### config.mk
export PLATFORM = sky130hd
export DESIGN_NAME = aack_gen
export DESIGN_NICKNAME = d
export VERILOG_FILES = /design/src/rtl/aack_pkg.sv /design/src/rtl/aack_clamp.sv /design/src/rtl/aack_timer.sv /design/src/rtl/aack_gen.sv
export SDC_FILE = /design/constraint.sdc
export NUM_CORES = 1
export LEC_CHECK = 0
export BUFFER_PORTS_ARGS = -buffer_cell sky130_fd_sc_hd__buf_2
export CORE_MARGIN = 2
export CORE_UTILIZATION = 40
export CTS_BUF_LIST = sky130_fd_sc_hd__clkbuf_8
export DETAILED_ROUTE_END_ITERATION = 6
export GPL_TIMING_DRIVEN = 0
export HOLD_SLACK_MARGIN = 0.15
export PLACE_DENSITY_LB_ADDON = 0.12
export RECOVER_POWER = 50
export SLEW_MARGIN = 40
export SYNTH_ARGS = -nofsm -noshare
export SYNTH_HDL_FRONTEND = slang
export SYNTH_SLANG_ARGS = --single-unit
### constraint.sdc
create_clock -name clk -period 2.4 [get_ports clk]
set_clock_uncertainty 0.15 [all_clocks]
set_input_delay 0.24 -clock clk [delete_from_list [all_inputs] [get_ports clk]]
set_output_delay 0.24 -clock clk [all_outputs]
set_load 0.02 [all_outputs]
### src/rtl/aack_pkg.sv
package aack_pkg;
  typedef enum logic [1:0] {
    ST_IDLE  = 2'd0,
    ST_COUNT = 2'd1,
    ST_HOLD  = 2'd2
  } aack_state_e;

  localparam int unsigned MIN_LAT = 2;
endpackage

### src/rtl/aack_clamp.sv
module aack_clamp #(
  parameter int unsigned DLY_W   = 4,
  parameter int unsigned MIN_LAT = 2
) (
  input  logic [DLY_W-1:0] cfg_i,
  output logic [DLY_W-1:0] eff_o
);
  localparam logic [DLY_W-1:0] FLOOR = DLY_W'(MIN_LAT);

  always_comb begin
    eff_o = (cfg_i < FLOOR) ? FLOOR : cfg_i;
  end
endmodule

### src/rtl/aack_timer.sv
module aack_timer #(
  parameter int unsigned DLY_W = 4
) (
  input  logic             clk,
  input  logic             rst,
  input  logic             clear_i,
  input  logic             run_i,
  input  logic [DLY_W-1:0] limit_i,
  output logic [DLY_W-1:0] cnt_o,
  output logic             reached_o
);
  logic [DLY_W-1:0] cnt_q;

  always_ff @(posedge clk) begin
    if (rst) begin
      cnt_q <= '0;
    end else if (clear_i) begin
      cnt_q <= DLY_W'(1);
    end else if (run_i && (cnt_q < limit_i)) begin
      cnt_q <= cnt_q + DLY_W'(1);
    end
  end

  assign cnt_o     = cnt_q;
  assign reached_o = (cnt_q >= limit_i);
endmodule

### src/rtl/aack_gen.sv
module aack_gen
  import aack_pkg::*;
#(
  parameter int unsigned DLY_W = 4
) (
  input  logic             clk,
  input  logic             rst,
  input  logic             ts_i,
  input  logic             bus_busy_i,
  input  logic [DLY_W-1:0] dly_cfg_i,
  input  logic             retry_pend_i,
  input  logic             int_only_i,
  output logic             ack_o
);
  aack_state_e      st_q;
  logic [DLY_W-1:0] eff_dly;
  logic [DLY_W-1:0] lim_q;
  logic [DLY_W-1:0] cnt;
  logic             reached;
  logic             accept;
  logic             abort;
  logic             ack_q;

  aack_clamp #(.DLY_W(DLY_W), .MIN_LAT(MIN_LAT)) u_clamp (
    .cfg_i (dly_cfg_i),
    .eff_o (eff_dly)
  );

  assign accept = (st_q == ST_IDLE) && ts_i && !int_only_i;
  assign abort  = int_only_i || !bus_busy_i;

  aack_timer #(.DLY_W(DLY_W)) u_timer (
    .clk       (clk),
    .rst       (rst),
    .clear_i   (accept),
    .run_i     (st_q == ST_COUNT),
    .limit_i   (lim_q),
    .cnt_o     (cnt),
    .reached_o (reached)
  );

  always_ff @(posedge clk) begin
    if (rst) begin
      st_q  <= ST_IDLE;
      ack_q <= 1'b0;
      lim_q <= DLY_W'(MIN_LAT);
    end else begin
      ack_q <= 1'b0;
      case (st_q)
        ST_IDLE: begin
          if (accept) begin
            st_q  <= ST_COUNT;
            lim_q <= eff_dly;
          end
        end
        ST_COUNT: begin
          if (abort) begin
            st_q <= ST_IDLE;
          end else if (reached) begin
            if (retry_pend_i) begin
              st_q <= ST_HOLD;
            end else begin
              ack_q <= 1'b1;
              st_q  <= ST_IDLE;
            end
          end
        end
        ST_HOLD: begin
          if (abort) begin
            st_q <= ST_IDLE;
          end else if (!retry_pend_i) begin
            ack_q <= 1'b1;
            st_q  <= ST_IDLE;
          end
        end
        default: st_q <= ST_IDLE;
      endcase
    end
  end

  assign ack_o = ack_q;
endmodule

== Yosys cells after proc, flatten, opt, wreduce, memory -nomap -nowiden ==
Cells that the tools add are included.

* Register bits: 11
* Input bits: 10
* Output and inout port bits: 1

* $add $sub $neg: 1
* $lt $le $gt $ge: 3
* Equality and inequality tests: 5
* Multiplexer cells: 15
* Reductions and logical operators: 11

{| class="wikitable"
|+ Operators by type and width
! operator !! count
|-
| $mux 2 || 6
|-
| $mux 1 || 6
|-
| $ne 3x3->1 const B || 2
|-
| $pmux 2 s3 || 1
|-
| $add 4x1->4 const B || 1
|-
| $ge 4x4->1 || 1
|-
| $lt 4x2->1 const B || 1
|-
| $lt 4x4->1 || 1
|-
| $mux 4 || 1
|-
| $logic_and 1x1->1 || 3
|-
| $reduce_and 3->1 || 1
|-
| $eq 2x1->1 const B || 1
|-
| $eq 2x2->1 const B || 1
|-
| $logic_not 1->1 || 2
|-
| $logic_not 2->1 || 1
|-
| $ne 2x2->1 const B || 1
|-
| $pmux 1 s2 || 1
|-
| $reduce_and 2->1 || 1
|-
| $reduce_bool 2->1 || 1
|-
| $reduce_or 2->1 || 1
|-
| $logic_or 1x1->1 || 1
|}

== Depth between registers and ports, before layout ==
* Depth in word-level cells: 5
* Mapped depth: 6
* Depth with buffers taken out: 6

== Cells and area by module ==
Synthesis repeated with hierarchy kept, for this count alone.

* Cells, all modules: 82
* Area, all modules: 708.2 µm²

{| class="wikitable"
|+ Modules (own cells, without submodules)
! module !! times used !! cells an instance !! area an instance (µm²)
|-
| aack_gen || 1 || 41 || 372.9
|-
| aack_timer || 1 || 37 || 311.5
|-
| aack_clamp || 1 || 4 || 23.8
|}

== Worst setup path after synthesis ==
No wires, ideal clock.

* Path kind: reg2reg
* Start point: reg lim_q[1]
* End point: reg u_timer.cnt_q[3] (netlist: u_timer.cnt_o[3])
* Setup time: 0.070 ns
* Data arrival time: 1.663 ns
* Data required time: 2.180 ns
* Slack: 0.517 ns
* Cell stages (with the launch flop): 7
* Path buffers: 0
* Cells stage by stage: dfxtp_1 -> inv_1 -> ha_1 -> nor2b_4 -> o31a_1 -> or4_1 -> a21boi_1

* Word-level cells in the longest chain between the ends: 2

{| class="wikitable"
|+ RTL lines
! element !! line !! RTL
|-
| from (decl) || aack_gen.sv:17 || <nowiki>logic [DLY_W-1:0] lim_q;</nowiki>
|-
| from (signal assigned) || aack_gen.sv:46 || <nowiki>lim_q <= DLY_W'(MIN_LAT);</nowiki>
|-
| from (signal assigned) || aack_gen.sv:53 || <nowiki>lim_q <= eff_dly;</nowiki>
|-
| $lt 4x4->1 || aack_timer.sv:19 || <nowiki>end else if (run_i && (cnt_q < limit_i)) begin</nowiki>
|-
| $logic_and 1x1->1 || aack_timer.sv:19 ||
|-
| to (signal assigned) || aack_timer.sv:20 || <nowiki>cnt_q <= cnt_q + DLY_W'(1);</nowiki>
|-
| to (decl) || aack_timer.sv:12 || <nowiki>logic [DLY_W-1:0] cnt_q;</nowiki>
|}

No other way between the ends.
A chain may end at the register's enable or synchronous reset.

== Worst setup path in the final report ==
Ends and elaborated chain as after synthesis.

==> results_dict.tcl <==
set metrics [dict create \
    status "finished, final reports clean" \
    cts_resized 0 \
    synthArstFlopShare_pct 0 \
    wl_mm 1.41 \
    whs_path_depth 2 \
    post_cts_buffers 0 \
    worstPathRequired_ns 2.43 \
    worst_slack_ns 0.414 \
    nets 121 \
    cts_inserted_buffers 3 \
    met3_usage_pct 3.57 \
    syn_area_per_cell_um2 8.49 \
    power_per_cell_area_nw_per_um2 631 \
    setup_violations 0 \
    dp_slack_ns 0.451 \
    worst_pin_slew_ns 0.465 \
    yosysTopAreaCellShare_pct 31.3 \
    yosysWarnings 0 \
    hold_path_end "lim_q[3]$_SDFFE_PP0P_" \
    dieArea_um2 2110 \
    area_growth_pct 23.3 \
    grt_max_degree 11 \
    fin_cells 119 \
    cap_violations 0 \
    die_h_um 46.0 \
    crit_path_start_kind "register" \
    cts_root_buffer "clkbuf_8" \
    fin_area_um2 868 \
    hold_path.class "reg -> reg" \
    cts_sinks 11 \
    avgRoutedWirePerCell_um 11.9 \
    fin_crit_ns 1.99 \
    grtUsageTotal_pct 17.5 \
    period_share_pct 82.7 \
    clock_latency_ns 0.24 \
    placementRows 15 \
    hold_buffers 6 \
    synth.distinct_cells 31 \
    grt.overflow.total 0 \
    setup_tns_ns 0 \
    diodes 0 \
    min-delay-start "lim_q[3]$_SDFFE_PP0P_" \
    synth.area.top_cells "dfxtp_1, ha_1, inv_1" \
    die_x_um 46.0 \
    cts.htree.levels 1 \
    cts_tree "yes" \
    synth_top_cell_by_area "dfxtp_1" \
    dp.cells 109 \
    cp_max_fo 5 \
    portBuffers 9 \
    synth_edf_count 0 \
    first_pass_iters 4 \
    crit_type "reg -> reg" \
    relSlewSlack_pct 68.7 \
    drtIter0Drc 3 \
    synth-seq-cells 11 \
    postRouteAntennaNets 0 \
    dp_hpwl_mm 1.12 \
    ys_seq_area_share_pct 31.3 \
    max_clock_freq_mhz 504 \
    start_util_pct 41.7 \
    via_per_inst 5.42 \
    busiest_layer "met2" \
    grt_pass1_vias 613 \
    synth_flop_cell "dfxtp_1" \
    grt_pass1_wl_mm 2.62 \
    arrival_ns 2.01 \
    rr_endpoint "u_timer.cnt_o[3]$_SDFFE_PP0P_" \
    io_pins 11 \
    vias 645 \
    gr-usage-met2_pct 26.7 \
    syn-num-nets 101 \
    p_leak_uw 0.000375 \
    antenna_found_initial 0 \
    cts_buffer_depth 2 \
    drcViolationCount 0 \
    fp.coreArea_um2 1690 \
    reg2regPathDepth 6 \
    hold_viol 0 \
    reg2reg_slack_ns 0.41 \
    final_max_slew_viol_count 0 \
    crit-reg2reg-launch "lim_q[1]$_SDFFE_PP1P_" \
    post_route_cells_drive_above_1_share_pct 15.7 \
    rsz0062_at_grt "false" \
    netlist_area_um2 704 \
    placed_area_um2 771 \
    grtUsageMet1_pct 22.5 \
    path_clk_slew_ns 0.05 \
    syn_inst 83 \
    gp_congestion 0.793 \
    crit_path_end_kind "register" \
    peakVddDrop_v 0.000430 \
    finalPower_uw 548 \
]
## registers in the layout, summed over array words and instances (netlist names)
signal,cells
st_q,2
u_timer.cnt_o,4
ack_o,1
lim_q,4
## Yosys cell counts (all sizes together), types with 2 or more instances
| cell type | instances |
|---|---|
| nand3 | 5 |
| nand2b | 5 |
| inv | 9 |
| o21a | 2 |
| nor2b | 4 |
| ha | 8 |
| o31ai | 2 |
| a21oi | 3 |
| nor3 | 3 |
| dfxtp | 11 |
| a31oi | 2 |
| nand2 | 5 |
| o21ai | 3 |
| a21boi | 2 |
| nor2 | 4 |
| mux2i | 2 |
## power breakdown
group / switching [uW] / internal (uW) / leakage [uW] / total, uW
registers: 12.6 / 198 / 0.0000896 / 211
logic: 78.0 / 67.9 / 0.000260 / 146
clock network: 76.3 / 115 / 0.0000255 / 191
total: 167 / 381 / 0.000375 / 548
## kinds of logic (layout without fill, tap and decap cells)
| logic type | after synthesis | in the layout | share of synthesized area (%) |
|---|---|---|---|
| buf+inv | 10 | 29 | 5.86 |
| compound gates | 21 | 21 | 21.0 |
| simple gates | 31 | 31 | 24.9 |
| flops | 11 | 11 | 31.3 |
| fa+ha+maj | 8 | 8 | 14.2 |
| mux | 2 | 2 | 2.84 |
## worst max path at each step
| stage | startpoint | endpoint | slack (ns) |
|---|---|---|---|
| floorplan | lim_q[1]$_SDFFE_PP1P_ | u_timer.cnt_o[3]$_SDFFE_PP0P_ | 0.52 |
| global placement | lim_q[1]$_SDFFE_PP1P_ | u_timer.cnt_o[3]$_SDFFE_PP0P_ | 0.43 |
| detailed placement | lim_q[1]$_SDFFE_PP1P_ | u_timer.cnt_o[3]$_SDFFE_PP0P_ | 0.45 |
| CTS | lim_q[1]$_SDFFE_PP1P_ | u_timer.cnt_o[3]$_SDFFE_PP0P_ | 0.42 |
| global route | st_q[1]$_SDFFE_PP0P_ | st_q[0]$_SDFFE_PP0P_ | 0.28 |
| finish | lim_q[1]$_SDFFE_PP1P_ | u_timer.cnt_o[3]$_SDFFE_PP0P_ | 0.41 |
## through the flow
stage / hold WS (ns) / util (%)
2_1_floorplan: 0.224 / -
3_3_place_gp: 0.303 / 45.6
3_5_place_dp: 0.306 / 45.6
4_1_cts: 0.312 / 51.9
5_1_grt: 0.348 / 51.4
6_report: 0.316 / 51.4
## placed cells by master, fill, tap and decap left out, types with 2 or more instances in the layout
| cell | netlist | final |
|---|---|---|
| nand2_1 | 5 | 5 |
| buf_2 | 0 | 8 |
| clkbuf_8 | 0 | 3 |
| mux2i_1 | 2 | 2 |
| inv_1 | 9 | 9 |
| dfxtp_1 | 11 | 11 |
| dlygate4sd3_1 | 0 | 6 |
| o21ai_0 | 3 | 3 |
| nand2b_1 | 5 | 5 |
| nor2_1 | 4 | 4 |
| a31oi_1 | 2 | 2 |
| nor3_1 | 3 | 3 |
| ha_1 | 8 | 8 |
| o31ai_1 | 2 | 2 |
| o21a_1 | 2 | 2 |
| a21oi_1 | 3 | 3 |
| nor2b_1 | 3 | 4 |
| nand3_1 | 5 | 5 |
## final cells by class
class	instances	area, um^2
clock inverter	1	5.00
multi-input combinational	62	435
fill	175	821
buffer	1	7.51
inverter	9	33.8
tap	17	21.3
clock buffer	3	41.3
timing repair buffer	15	104
sequential	11	220
## critical path: stages (launching register included)
cell and delay [ns]:
dfxtp_1 0.32, inv_1 0.05, ha_1 0.31, nor2b_1 0.15
o31a_1 0.29, or4_1 0.51, a21boi_1 0.14
## metal layers
layer | vias to the layer above | part of all wire, %
met2 | 9 | 46
met5 | - | 0
met4 | 0 | 2.5
li1 | 339 | -
met1 | 292 | 49
met3 | 5 | 2.4
(Power assumes the default switching activity.)
